==> config.mk <==
export PLATFORM = sky130hd
export DESIGN_NAME = dll_deskew_ctrl
export DESIGN_NICKNAME = d
export VERILOG_FILES = /design/src/rtl/dll_deskew_pkg.sv /design/src/rtl/dll_window_voter.sv /design/src/rtl/dll_therm_reg.sv /design/src/rtl/dll_lock_det.sv /design/src/rtl/dll_deskew_ctrl.sv
export SDC_FILE = /design/constraint.sdc
export NUM_CORES = 1
export LEC_CHECK = 0
export ABC_AREA = 1
export CAP_MARGIN = 20
export CORE_MARGIN = 5
export CORE_UTILIZATION = 40
export CTS_CLUSTER_DIAMETER = 60
export DETAILED_ROUTE_END_ITERATION = 12
export DONT_BUFFER_PORTS = 1
export PLACE_DENSITY = 0.61
export SLEW_MARGIN = 20
export SYNTH_ARGS = -nofsm -noshare
export SYNTH_HDL_FRONTEND = slang
export SYNTH_SLANG_ARGS = --single-unit
==> constraint.sdc <==
create_clock -name clk_i -period 3.57 [get_ports clk_i]
set_input_delay 0.5355 -clock clk_i [delete_from_list [all_inputs] [get_ports clk_i]]
set_output_delay 0.5355 -clock clk_i [all_outputs]
set_load 0.02 [all_outputs]
==> src/rtl/dll_deskew_pkg.sv <==
package dll_deskew_pkg;
   typedef enum logic [1:0] {
      DIR_NONE = 2'd0,
      DIR_LESS = 2'd1,
      DIR_MORE = 2'd2
   } dll_dir_e;
endpackage

==> src/rtl/dll_window_voter.sv <==
module dll_window_voter
   import dll_deskew_pkg::*;
#(
   parameter int WINDOW = 16
) (
   input  logic     clk_i,
   input  logic     rst_ni,
   input  logic     freeze_i,
   input  logic     early_i,
   input  logic     late_i,
   output dll_dir_e dir_o
);
   localparam int CW     = (WINDOW > 2) ? $clog2(WINDOW) : 1;
   localparam int VW     = $clog2(WINDOW + 1);
   localparam int THRESH = WINDOW / 2;

   logic [CW-1:0] cnt_q;
   logic [VW-1:0] early_q, late_q, early_tot, late_tot;
   logic          e_smp, l_smp, last_cyc;

   assign e_smp     = early_i & ~late_i;
   assign l_smp     = late_i & ~early_i;
   assign early_tot = early_q + VW'(e_smp);
   assign late_tot  = late_q + VW'(l_smp);
   assign last_cyc  = (cnt_q == CW'(WINDOW - 1));

   always_comb begin
      dir_o = DIR_NONE;
      if (last_cyc && !freeze_i) begin
         if (late_tot > VW'(THRESH))       dir_o = DIR_LESS;
         else if (early_tot > VW'(THRESH)) dir_o = DIR_MORE;
      end
   end

   always_ff @(posedge clk_i or negedge rst_ni) begin
      if (!rst_ni) begin
         cnt_q   <= '0;
         early_q <= '0;
         late_q  <= '0;
      end else if (freeze_i || last_cyc) begin
         cnt_q   <= '0;
         early_q <= '0;
         late_q  <= '0;
      end else begin
         cnt_q   <= cnt_q + CW'(1);
         early_q <= early_tot;
         late_q  <= late_tot;
      end
   end
endmodule

==> src/rtl/dll_therm_reg.sv <==
module dll_therm_reg
   import dll_deskew_pkg::*;
#(
   parameter int STEPS      = 20,
   parameter int RESET_ONES = 10
) (
   input  logic             clk_i,
   input  logic             rst_ni,
   input  dll_dir_e         auto_dir_i,
   input  logic             man_mode_i,
   input  logic             man_wr_i,
   input  logic [STEPS-1:0] man_code_i,
   input  logic             man_more_i,
   input  logic             man_less_i,
   output logic [STEPS-1:0] code_o,
   output logic             limit_o
);
   localparam logic [STEPS-1:0] RST_CODE = {STEPS{1'b1}} >> (STEPS - RESET_ONES);

   logic [STEPS-1:0] code_q;
   logic [STEPS-2:0] pair_ok;
   logic             wr_valid, want_less, want_more;

   // a bit may be 1 only if the bit below it is 1
   for (genvar i = 0; i < STEPS - 1; i++) begin : g_pair
      assign pair_ok[i] = man_code_i[i] | ~man_code_i[i+1];
   end
   assign wr_valid = &pair_ok;

   always_comb begin
      want_less = 1'b0;
      want_more = 1'b0;
      if (man_mode_i) begin
         if (!man_wr_i) begin
            want_less = man_less_i & ~man_more_i;
            want_more = man_more_i & ~man_less_i;
         end
      end else begin
         want_less = (auto_dir_i == DIR_LESS);
         want_more = (auto_dir_i == DIR_MORE);
      end
   end

   always_ff @(posedge clk_i or negedge rst_ni) begin
      if (!rst_ni) begin
         code_q  <= RST_CODE;
         limit_o <= 1'b0;
      end else if (man_mode_i && man_wr_i) begin
         if (wr_valid) code_q <= man_code_i;
      end else if (want_less) begin
         if (code_q[STEPS-1]) limit_o <= 1'b1;
         else                 code_q  <= {code_q[STEPS-2:0], 1'b1};
      end else if (want_more) begin
         if (!code_q[0]) limit_o <= 1'b1;
         else            code_q  <= {1'b0, code_q[STEPS-1:1]};
      end
   end

   assign code_o = code_q;
endmodule

==> src/rtl/dll_lock_det.sv <==
module dll_lock_det
   import dll_deskew_pkg::*;
#(
   parameter int ALTS = 4
) (
   input  logic     clk_i,
   input  logic     rst_ni,
   input  logic     clear_i,
   input  dll_dir_e dir_i,
   output logic     lock_o
);
   localparam int AW = $clog2(ALTS + 1);

   dll_dir_e      last_q;
   logic [AW-1:0] alt_q;

   always_ff @(posedge clk_i or negedge rst_ni) begin
      if (!rst_ni) begin
         last_q <= DIR_NONE;
         alt_q  <= '0;
         lock_o <= 1'b0;
      end else if (clear_i) begin
         last_q <= DIR_NONE;
         alt_q  <= '0;
         lock_o <= 1'b0;
      end else if (dir_i != DIR_NONE) begin
         last_q <= dir_i;
         if (last_q != DIR_NONE && dir_i != last_q) begin
            if (alt_q != AW'(ALTS)) alt_q <= alt_q + AW'(1);
            if (alt_q >= AW'(ALTS - 1)) lock_o <= 1'b1;
         end else if (dir_i == last_q) begin
            alt_q  <= '0;
            lock_o <= 1'b0;
         end
      end
   end
endmodule

==> src/rtl/dll_deskew_ctrl.sv <==
module dll_deskew_ctrl
   import dll_deskew_pkg::*;
#(
   parameter int STEPS      = 20,
   parameter int WINDOW     = 16,
   parameter int LOCK_ALTS  = 4,
   parameter int RESET_ONES = STEPS / 2
) (
   input  logic             clk_i,
   input  logic             rst_ni,
   input  logic             early_i,
   input  logic             late_i,
   input  logic             clk_en_i,
   input  logic             man_mode_i,
   input  logic             man_wr_i,
   input  logic [STEPS-1:0] man_code_i,
   input  logic             man_more_i,
   input  logic             man_less_i,
   output logic [STEPS-1:0] code_o,
   output logic             lock_o,
   output logic             limit_o,
   output logic             clk_gate_o
);
   if (STEPS < 2) begin : g_bad_steps
      $error("STEPS must be at least 2");
   end
   if (WINDOW < 2) begin : g_bad_window
      $error("WINDOW must be at least 2");
   end
   if (LOCK_ALTS < 1) begin : g_bad_alts
      $error("LOCK_ALTS must be at least 1");
   end
   if (RESET_ONES < 0 || RESET_ONES > STEPS) begin : g_bad_reset
      $error("RESET_ONES out of range");
   end

   dll_dir_e auto_dir;

   dll_window_voter #(.WINDOW(WINDOW)) u_voter (
      .clk_i    (clk_i),
      .rst_ni   (rst_ni),
      .freeze_i (man_mode_i),
      .early_i  (early_i),
      .late_i   (late_i),
      .dir_o    (auto_dir)
   );

   dll_therm_reg #(.STEPS(STEPS), .RESET_ONES(RESET_ONES)) u_therm (
      .clk_i      (clk_i),
      .rst_ni     (rst_ni),
      .auto_dir_i (auto_dir),
      .man_mode_i (man_mode_i),
      .man_wr_i   (man_wr_i),
      .man_code_i (man_code_i),
      .man_more_i (man_more_i),
      .man_less_i (man_less_i),
      .code_o     (code_o),
      .limit_o    (limit_o)
   );

   dll_lock_det #(.ALTS(LOCK_ALTS)) u_lock (
      .clk_i   (clk_i),
      .rst_ni  (rst_ni),
      .clear_i (man_mode_i),
      .dir_i   (auto_dir),
      .lock_o  (lock_o)
   );

   always_ff @(posedge clk_i or negedge rst_ni) begin
      if (!rst_ni) clk_gate_o <= 1'b0;
      else         clk_gate_o <= clk_en_i;
   end
endmodule

==> metrics.yaml, run 1 <==
run_status:
  status: "complete, no violations"
placed_design:
  portBuffers: 0
  hpwlAfterDp_mm: 4.451
  place_congestion: 0.7938
synth:
  synth_edf_count: 0
  synth_ff_type: "dfrtp_1"
  synth-warning-count: 0
  syn_area_per_cell_um2: 7.442
  synth_seq_cells: 42
  ys_async_sr_fraction: 1.000
  yosys.area.top_type: "dfrtp_1"
  syn_nets: 402
  synthCells: 365
  synth_sequential_area_ratio: 0.3915
  synth.area.top_cells: "dfrtp_1 29%, nand2_1 16%, dfstp_2 9.7%"
  synth_top_area_frac: 0.2948
  syn-cell-area_um2: 2716
  synth_cell_types: 39
worst_setup_path:
  cp_max_fo: 31
  crit_chain: "ha_1 -> ha_1 -> nor2_1 -> nand3_2 -> nand2_2 -> nand2_2 -> nand2_4 -> nand2_8 -> nand2_1 -> nand4_4 -> nand2_1 -> o21ai_2"
  cp_data_arrival_time_ns: 2.64
  r2r_slack_ns: 1.10
  slowest_stage: "dfrtp_1"
  r2r_cells: 12
  critPathKind: "flip-flop to flip-flop"
  cpPeakStageDelay_ns: 0.38
  cp-start-kind: "flip-flop"
  cp_data_required_time_ns: 3.74
  end_kind: "flip-flop"
cells_and_area:
  area_growth_pct: 5.619
  layout_commonest_cell: "nand2_1"
  drive_gt1_frac: 0.1126
  nFillCells: 688
  layout_common_cells: "113 x nand2_1, 34 x nand3_1, 33 x inv_1, 33 x nor2_1, 32 x dfrtp_1"
  num_antenna_cells: 0
  fin_nets: 400
pwr:
  clkPwrFrac: 0.280
  vdd_drop_max_v: 0.0001870
  internal_power_uw: 870.2
  leakagePower_uw: 0.001380
  p_switching_uw: 502.9
  power_frac_comb: 0.176
  power_density_nw_per_um2: 478.6
  finalPower_uw: 1373
  sw_frac_of_total: 0.3663
  power_frac_seq: 0.543
route:
  dr.pass1.iters: 4
  drc: 0
  vias_per_cell: 5.176
  vias: 2298
  wl_per_cell_um: 13.69
  routed_wl_mm: 6.080
  first_iter_violations: 142
  drtAntennaViolNets: 0
min_path:
  hp-class: "input pin to asynchronous set/reset pin"
cts:
  numCtsBuffers: 5
  insertion_delay_ns: 0.30
  cts_resized: 0
  cts_root_buffer: "clkbuf_8"
  cts_tree: "yes"
  ctsLongestPathBuffers: 2
  h-tree-depth: 2
  clkTransAtPathRegs_ns: 0.09
  cts.sinks: 42
global_route:
  antenna_found_initial: 0
  grt_pass1_wl_mm: 10.22
  grt_use_total: 0.1468
  grt_max_degree: 33
  grt_pass1_vias: 2127
  overflow: 0
flow_run:
  drv_cap: 0
floorplanning:
  die_w_um: 92.41
  die_h_um: 92.41
  io_pins: 52
  die_area_um2: 8539
  core_um2: 6719
  rows: 30
  start_util: 0.4043
sta:
  fin_crit_ns: 2.467
  setup_tns_ns: 0
  max_freq_mhz: 405.3
  slew_violations: 0
  worstMarginPinSlew_ns: 0.7650
  rsz0062_at_grt: "no"
  hold_viol_final: 0
  fin_worst_skew_ns: 0.01031
  post-route-period-util: 0.6911
  finalSetupViolations: 0
  relSlewSlack: 0.4888
timing repair:
| action | CTS | global route |
|---|---|---|
| hold endpoints to repair | 32 | 0 |
| hold buffers | 1 | 0 |
| setup buffers | 0 | 0 |
layout make-up:
type	count	area (um^2)	share of cell area
inverter	36	137.6	0.04797
clock buffer	5	68.82	0.02399
clock inverter	3	45.04	0.01570
multi-input combinational	275	1419	0.4945
tap	80	100.1	0.03489
timing repair buffer	3	35.03	0.01221
sequential	42	1064	0.3707
cell usage after synthesis, types with 3 or more instances:
cell type	instances
nand2_2	4
nor2_1	33
o21ai_1	17
clkbuf_1	4
a21oi_1	16
nand2_1	113
o21ai_0	11
a21boi_0	8
buf_6	3
dfrtp_1	32
nand3_2	4
a21boi_1	5
dfstp_2	10
inv_1	33
nand3_1	34
nand4_1	4
ha_1	8
worst max-delay path: cells and delay by family (launching register included):
family / cells / cell delay (ns)
AND/OR/NAND/NOR: 9 / 1.36
adder cells (fa/ha/maj): 2 / 0.53
flip-flops: 1 / 0.38
AO/OA/AOI/OAI: 1 / 0.06
kinds of logic (layout without fill, tap and decap cells):
logic type / after synthesis / after routing / synth area share
simple gates: 202 / 202 / 0.3432
compound gates: 63 / 63 / 0.1359
buf+inv: 48 / 47 / 0.08613
flops: 42 / 42 / 0.3915
fa+ha+maj: 8 / 8 / 0.03685
xor+xnor: 2 / 2 / 0.006450
power groups by stage:
stage	clock network, uW	logic [uW]	registers (uW)
final	385	242	746
after global routing	419	280	761
after CTS	399	246	749
after detailed placement	0	234	758
after global placement	0	231	757
after floorplan	0	215	722
routing by layer:
metal	up-vias	part of all wire	wire [um]	global-route usage
met5	-	0	0	0
met4	0	0.013	82	0.03837
li1	1178	-	-	-
met2	50	0.48	2897	0.2405
met1	1064	0.44	2669	0.1870
met3	6	0.071	430	0.04630
path summary, 6_finish.rpt:
| check | start | end |
|---|---|---|
| max in group asynchronous | rst_ni | u_therm.code_o[13]$_DFFE_PN0P_ |
| setup reg to reg | u_voter.late_q[0]$_DFF_PN0_ | u_therm.code_o[16]$_DFFE_PN0P_ |
| setup / recovery | u_voter.late_q[0]$_DFF_PN0_ | u_therm.code_o[16]$_DFFE_PN0P_ |
| hold reg to reg | u_voter.cnt_q[0]$_DFF_PN0_ | u_voter.cnt_q[0]$_DFF_PN0_ |
| min in group clk_i | clk_en_i | clk_gate_o$_DFF_PN0_ |
| hold / removal | rst_ni | u_lock.last_q[1]$_DFFE_PN0P_ |
state kept, by name (all words and copies together), names as in the netlist:
| name | count |
|---|---|
| u_therm.code_o | 20 |
| u_voter.early_q | 5 |
| u_lock.lock_o | 1 |
| u_voter.late_q | 5 |
| u_therm.limit_o | 1 |
| u_voter.cnt_q | 4 |
| u_lock.alt_q | 3 |
| clk_gate_o | 1 |
| u_lock.last_q | 2 |
metrics by stage:
stage,instance area (um^2),instances,hold slack (ns),util,worst slack [ns]
after global placement,2735,435,0.2422,0.4071,0.9174
after CTS,2869,444,0.05744,0.4270,1.077
after global routing,2869,444,0.03890,0.4270,0.8660
final,2869,444,0.05399,0.4270,1.103
after detailed placement,2735,435,0.2420,0.4071,0.8702
after floorplan,2716,365,0.2399,-,1.289
No activity file was read; power rests on OpenSTA's default activity.
==> inputs of run 2 (changes only) <==
==> constraint.sdc (replaced) <==
create_clock -name clk_i -period 2.3 [get_ports clk_i]
set_input_delay 0.345 -clock clk_i [delete_from_list [all_inputs] [get_ports clk_i]]
set_output_delay 0.345 -clock clk_i [all_outputs]
set_load 0.02 [all_outputs]
==> run 2 against run 1 <==
Against the previous run:
- critical path depth fell by 1
- final area rose by 7.8%
- clock skew fell by 0.0032 ns
- clock power rose by 85%
- core utilization rose by 3.3 points
- via count rose by 4.0%
- global-route usage rose by 0.81 points
- sequential cell count did not move
- critical endpoint unchanged
- largest power group unchanged
==> metrics.yaml, run 2 (synthesized netlist as in run 1, its figures left out) <==
sta:
  hold_viol_final: 0  # unchanged
  rsz0062_at_grt: "no"  # unchanged
  setup_tns_ns: 0  # unchanged
  whs_ns: 0.06553  # was 0.05399 ns
  finalSetupViolations: 0  # unchanged
  finalWorstSetupSlack_ns: 0.1977  # was 1.103 ns
  fin_worst_skew_ns: 0.007092  # was 0.01031 ns
  post-route-period-util: 0.9141  # was 0.6911
  relSlewSlack: 0.7483  # was 0.4888
  max_freq_mhz: 475.7  # was 405.3 MHz
  worstMarginPinSlew_ns: 0.3771  # was 0.7650 ns
  slew_violations: 0  # unchanged
  fin_crit_ns: 2.102  # was 2.467 ns
cells_and_area:
  drive_gt1_frac: 0.1561  # was 0.1126
  area_growth_pct: 13.86  # was 5.619%
  nFillCells: 668  # was 688
  layout_commonest_cell: "nand2_1"  # unchanged
  fin_area_um2: 3093  # was 2869 um^2
  layout_common_cells: "112 x nand2_1, 33 x inv_1, 33 x nand3_1, 32 x nor2_1, 32 x dfrtp_1"  # was 113 x nand2_1, 34 x nand3_1, 33 x inv_1, 33 x nor2_1, 32 x dfrtp_1
  fin_nets: 414  # was 400
  multi_input_area_um2: 1453  # was 1419 um^2
  largest_reg_flops: 20  # unchanged
  utilization: 0.4603  # was 0.4270
  regArea_um2: 1064  # unchanged
  num_antenna_cells: 0  # unchanged
placed_design:
  hpwlAfterDp_mm: 4.639  # was 4.451 mm
  place_ws_ns: 0.06447  # was 0.8702 ns
  portBuffers: 0  # unchanged
  placedInstanceArea_um2: 2785  # was 2735 um^2
  place_congestion: 0.8416  # was 0.7938
worst_setup_path:
  cpPeakStageDelay_ns: 0.37  # was 0.38 ns
  critPathKind: "flip-flop to flip-flop"  # unchanged
  cp_max_fo: 8  # was 31
  crit_chain: "ha_2 -> ha_4 -> nor2_2 -> nand3_2 -> a21oi_2 -> nand3_2 -> nand4_4 -> nand4_4 -> clkbuf_16 -> nand2_1 -> o21ai_2"  # was ha_1 -> ha_1 -> nor2_1 -> nand3_2 -> nand2_2 -> nand2_2 -> nand2_4 -> nand2_8 -> nand2_1 -> nand4_4 -> nand2_1 -> o21ai_2
  cp-start-kind: "flip-flop"  # unchanged
  crit_family: "simple AND/OR/NAND/NOR gates"  # unchanged
  cp_num_buf_inv: 1  # was 0
  slowest_stage: "dfrtp_1"  # unchanged
  end_kind: "flip-flop"  # unchanged
  cp_data_arrival_time_ns: 2.30  # was 2.64 ns
  cp_data_required_time_ns: 2.50  # was 3.74 ns
global_route:
  grt_pass1_wl_mm: 10.78  # was 10.22 mm
  grt_max_degree: 43  # was 33
  antenna_found_initial: 0  # unchanged
  grt_use_total: 0.1549  # was 0.1468
  overflow: 0  # unchanged
  grt_pass1_vias: 2297  # was 2127
floorplanning:
  die_w_um: 92.41  # unchanged
  die_h_um: 92.41  # unchanged
  rows: 30  # unchanged
  die_area_um2: 8539  # unchanged
  core_um2: 6719  # unchanged
  start_util: 0.4043  # unchanged
  io_pins: 52  # unchanged
route:
  dr.pass1.iters: 4  # unchanged
  vias: 2390  # was 2298
  first_iter_violations: 116  # was 142
  routed_wl_mm: 6.831  # was 6.080 mm
  wl_per_cell_um: 14.91  # was 13.69 um
  drtAntennaViolNets: 0  # unchanged
  vias_per_cell: 5.218  # was 5.176
  drc: 0  # unchanged
pwr:
  clkPwrFrac: 0.304  # was 0.280
  p_switching_uw: 827.4  # was 502.9 uW
  power_frac_comb: 0.202  # was 0.176
  sw_frac_of_total: 0.3525  # was 0.3663
  power_frac_seq: 0.494  # was 0.543
  power_density_nw_per_um2: 758.9  # was 478.6 nW/um^2
  leakagePower_uw: 0.001491  # was 0.001380 uW
  internal_power_uw: 1520  # was 870.2 uW
  vdd_drop_max_v: 0.0003133  # was 0.0001870 V
cts:
  cts.sinks: 42  # unchanged
  numCtsBuffers: 5  # unchanged
  cts_tree: "yes"  # unchanged
  h-tree-depth: 2  # unchanged
  insertion_delay_ns: 0.30  # about the same
  cts_root_buffer: "clkbuf_8"  # unchanged
  ctsLongestPathBuffers: 2  # unchanged
  clkTransAtPathRegs_ns: 0.09  # about the same
run_status:
  status: "complete, no violations"  # unchanged
min_path:
  hp-class: "input pin to flip-flop"  # was input pin to asynchronous set/reset pin
flow_run:
  drv_cap: 0  # unchanged
## run 2: cell types whose count changed in the layout (fill, tap and decap cells not counted), sizes merged
cell / change
clkinv: +1
dlygate4sd3: +1
bufinv: +1
buf: +11
clkinvlp: -2
clkbuf: +2
## run 2: final timing paths
check | from | end | slack, ns | cells after the start
max | u_voter.late_q[0]$_DFF_PN0_ | u_therm.code_o[16]$_DFFE_PN0P_ | 0.20 | 11
min | clk_en_i | clk_gate_o$_DFF_PN0_ | 0.07 | 0
max reg2reg | u_voter.late_q[0]$_DFF_PN0_ | u_therm.code_o[16]$_DFFE_PN0P_ | 0.20 | 11
min reg2reg | u_voter.cnt_q[0]$_DFF_PN0_ | u_voter.cnt_q[0]$_DFF_PN0_ | 0.47 | 1
max in group asynchronous | rst_ni | u_therm.code_o[1]$_DFFE_PN1P_ | 1.50 | 2
min in group asynchronous | rst_ni | u_voter.cnt_q[0]$_DFF_PN0_ | 0.54 | 2
## run 2: layout make-up
| cell class | instances | share of cell area |
|---|---|---|
| clock inverter | 3 | 0.02225 |
| tap | 80 | 0.03236 |
| clock buffer | 5 | 0.02225 |
| sequential | 42 | 0.3439 |
| timing repair buffer | 17 | 0.06513 |
| inverter | 36 | 0.04450 |
| multi-input combinational | 275 | 0.4697 |
## run 2: worst register-to-register path, cell delays in order (launching register included)
cell and delay, ns:
dfrtp_1 0.37, ha_2 0.21, ha_4 0.22, nor2_2 0.11, nand3_2 0.10, a21oi_2 0.17, nand3_2 0.16, nand4_4 0.13
nand4_4 0.18, clkbuf_16 0.22, nand2_1 0.07, o21ai_2 0.05
## run 2: power groups by stage
stage | Combinational, uW | Sequential, uW | Clock [uW]
2_1_floorplan | 334 | 1120 | 0
3_3_place_gp | 380 | 1170 | 0
3_5_place_dp | 388 | 1180 | 0
4_1_cts | 414 | 1160 | 733
5_1_grt | 542 | 1180 | 766
6_report | 474 | 1160 | 714
## run 2: per-stage QoR
| step | total power [uW] | std cells |
|---|---|---|
| 2_1_floorplan | 1455 | 365 |
| 3_3_place_gp | 1553 | 440 |
| 3_5_place_dp | 1565 | 440 |
| 4_1_cts | 2309 | 450 |
| 5_1_grt | 2492 | 458 |
| 6_report | 2347 | 458 |
## run 2: layer usage
metal,vias up,share of wire,global-route usage
met5,-,0,0
met4,0,0.014,0.06064
met3,8,0.087,0.04468
met2,69,0.47,0.2489
met1,1107,0.43,0.1959
li1,1206,-,-
## run 2: what timing repair did
| item | 4_1_cts | 5_1_grt |
|---|---|---|
| gates resized for setup | 0 | 7 |
| hold buffers | 2 | 0 |
| buffers inserted | 0 | 5 |
| hold endpoints to repair | 42 | 0 |
| setup endpoints to repair | 0 | 24 |
==> inputs of run 3 (changes only) <==
--- a/config.mk
+++ b/config.mk
@@ -12,6 +12,7 @@
 export CTS_CLUSTER_DIAMETER = 60
 export DETAILED_ROUTE_END_ITERATION = 12
 export DONT_BUFFER_PORTS = 1
+export MAX_ROUTING_LAYER = met4
 export PLACE_DENSITY = 0.61
 export SLEW_MARGIN = 20
 export SYNTH_ARGS = -nofsm -noshare
==> run 3 against run 2 <==
Against the previous run:
- sequential power is essentially flat
- count of clock-buffer cells in the layout is the same
- first-iteration DRC count grew 18%
- global-route usage grew 0.44 points
- worst hold slack gained 0.0029 ns
- wire length grew 0.26%
- cell count is the same
- critical path depth grew 3
- largest cell class unchanged
==> metrics.yaml, run 3 (synthesized netlist as in run 1, its figures left out) <==
worst_setup_path:
  cpPeakStageDelay_ns: 0.37  # about the same
  cp-start-kind: "flip-flop"  # unchanged
  crit_chain: "ha_2 -> ha_4 -> nor2_2 -> nand3_2 -> nand2_2 -> nand2_2 -> nand2_4 -> nand2_8 -> inv_4 -> nand4_4 -> nand4_4 -> clkbuf_16 -> nand2_1 -> o21ai_1"  # was ha_2 -> ha_4 -> nor2_2 -> nand3_2 -> a21oi_2 -> nand3_2 -> nand4_4 -> nand4_4 -> clkbuf_16 -> nand2_1 -> o21ai_2
  cp_max_fo: 8  # unchanged
  r2r_cells: 14  # was 11
  r2r_slack_ns: 0.20  # about the same
  timing.rr.start: "u_voter.late_q[0]$_DFF_PN0_"  # unchanged
  cp_data_required_time_ns: 2.53  # was 2.50 ns
  worstSetupStartpoint: "u_voter.late_q[0]$_DFF_PN0_"  # unchanged
  slowest_stage: "dfrtp_1"  # unchanged
  end_kind: "flip-flop"  # unchanged
  crit_family: "simple AND/OR/NAND/NOR gates"  # unchanged
  cp_num_buf_inv: 2  # was 1
  regToRegEndpoint: "u_therm.code_o[13]$_DFFE_PN0P_"  # was u_therm.code_o[16]$_DFFE_PN0P_
  cp_data_arrival_time_ns: 2.33  # was 2.30 ns
  critPathKind: "flip-flop to flip-flop"  # unchanged
pwr:
  power_density_nw_per_um2: 759.0  # was 758.9 nW/um^2
  vdd_drop_max_v: 0.0003150  # was 0.0003133 V
  leakagePower_uw: 0.001491  # unchanged
route:
  first_iter_violations: 137  # was 116
  wl_per_cell_um: 14.95  # was 14.91 um
  dr.pass1.iters: 4  # unchanged
  drc: 0  # unchanged
  drtAntennaViolNets: 0  # unchanged
  routed_wl_mm: 6.849  # was 6.831 mm
  vias: 2400  # was 2390
  vias_per_cell: 5.240  # was 5.218
sta:
  rsz0062_at_grt: "no"  # unchanged
  relSlewSlack: 0.7510  # was 0.7483
  whs_ns: 0.06840  # was 0.06553 ns
  post-route-period-util: 0.9136  # was 0.9141
  slew_violations: 0  # unchanged
  finalSetupViolations: 0  # unchanged
  max_freq_mhz: 475.9  # was 475.7 MHz
  setup_tns_ns: 0  # unchanged
  fin_crit_ns: 2.101  # was 2.102 ns
  hold_viol_final: 0  # unchanged
  worstMarginPinSlew_ns: 0.3730  # was 0.3771 ns
  fin_worst_skew_ns: 0.007555  # was 0.007092 ns
global_route:
  grt_pass1_wl_mm: 10.78  # unchanged
  grt_max_degree: 43  # unchanged
  grt_pass1_vias: 2293  # was 2297
  grt_use_total: 0.1594  # was 0.1549
  antenna_found_initial: 0  # unchanged
  overflow: 0  # unchanged
placed_design:
  dp.cells: 440  # unchanged
  placedInstanceArea_um2: 2785  # unchanged
  portBuffers: 0  # unchanged
  hpwlAfterDp_mm: 4.639  # unchanged
  place_congestion: 0.8548  # was 0.8416
cts:
  insertion_delay_ns: 0.30  # about the same
  numCtsBuffers: 5  # unchanged
  cts_tree: "yes"  # unchanged
  cts_root_buffer: "clkbuf_8"  # unchanged
  clkTransAtPathRegs_ns: 0.09  # about the same
  cts.sinks: 42  # unchanged
  h-tree-depth: 2  # unchanged
  ctsLongestPathBuffers: 2  # unchanged
cells_and_area:
  layout_common_cells: "112 x nand2_1, 33 x inv_1, 33 x nand3_1, 32 x nor2_1, 32 x dfrtp_1"  # unchanged
  area_growth_pct: 13.86  # unchanged
  layout_commonest_cell: "nand2_1"  # unchanged
  fin_area_um2: 3093  # unchanged
  drive_gt1_frac: 0.1561  # unchanged
  nFillCells: 668  # unchanged
  num_antenna_cells: 0  # unchanged
  stdcell_count: 458  # unchanged
  fin_nets: 414  # unchanged
  largest_reg_flops: 20  # unchanged
run_status:
  status: "complete, no violations"  # unchanged
floorplanning:
  die_w_um: 92.41  # unchanged
  start_util: 0.4043  # unchanged
  die_area_um2: 8539  # unchanged
  rows: 30  # unchanged
  io_pins: 52  # unchanged
  die_h_um: 92.41  # unchanged
  core_um2: 6719  # unchanged
flow_run:
  drv_cap: 0  # unchanged
min_path:
  whs_path_depth: 0  # unchanged
  hp-class: "input pin to flip-flop"  # unchanged
  hp-start: "clk_en_i"  # unchanged
  hold_end: "clk_gate_o$_DFF_PN0_"  # unchanged
## run 3: cell counts in the layout (fill, tap and decap cells not counted)
Identical to the previous run, type by type.
## run 3: worst reg2reg max path, stage by stage, from the launching register on
cell and delay [ns]:
dfrtp_1 0.37, ha_2 0.21, ha_4 0.22, nor2_2 0.11
nand3_2 0.10, nand2_2 0.08, nand2_2 0.06, nand2_4 0.10
nand2_8 0.08, inv_4 0.09, nand4_4 0.11, nand4_4 0.18
clkbuf_16 0.18, nand2_1 0.05, o21ai_1 0.08
## run 3: per-layer routing
layer,global-route usage,vias to the layer above,share of wire
met5,-,-,0
met2,0.2483,88,0.47
met4,0.06064,0,0.015
met1,0.2010,1097,0.43
li1,-,1206,-
met3,0.03818,9,0.085
## run 3: area by class of cell
type                       instances  area [um^2]  share of cell area
multi-input combinational        275         1453              0.4697
sequential                        42         1064              0.3439
timing repair buffer              17        201.4             0.06513
inverter                          36        137.6             0.04450
tap                               80        100.1             0.03236
clock buffer                       5        68.82             0.02225
clock inverter                     3        68.82             0.02225
## run 3: how the worst max path moves through the flow
| stage | depth (start not counted) | end | slack, ns |
|---|---|---|---|
| floorplan | 16 | u_therm.code_o[16]$_DFFE_PN0P_ | 0.21 |
| global route | 13 | u_therm.code_o[14]$_DFFE_PN0P_ | 0.01 |
| detailed placement | 14 | u_lock.alt_q[2]$_DFFE_PN0P_ | 0.06 |
| finish | 14 | u_therm.code_o[13]$_DFFE_PN0P_ | 0.20 |
| CTS | 12 | u_lock.alt_q[2]$_DFFE_PN0P_ | 0.1 |
| global placement | 14 | u_lock.lock_o$_DFFE_PN0P_ | 0.11 |
## run 3: what timing repair did
action	in CTS	in global routing
setup buffers	0	5
setup endpoints to repair	0	24
gates resized for setup	0	7
endpoints found under the hold margin	42	0
hold buffers	2	0
## run 3: where the power goes
part	internal (uW)	leakage [uW]	total [uW]	switching (uW)
Clock	435	0.0000683	712	277
Combinational	198	0.000889	476	278
Sequential	887	0.000534	1160	272
## run 3: per-stage QoR
stage	setup WS (ns)	utilization	power [uW]
finish	0.1988	0.4603	2348
global route	0.01198	0.4603	2491
CTS	0.09674	0.4406	2309
detailed placement	0.06447	0.4145	1565
global placement	0.1086	0.4145	1553
floorplan	0.2096	-	1455
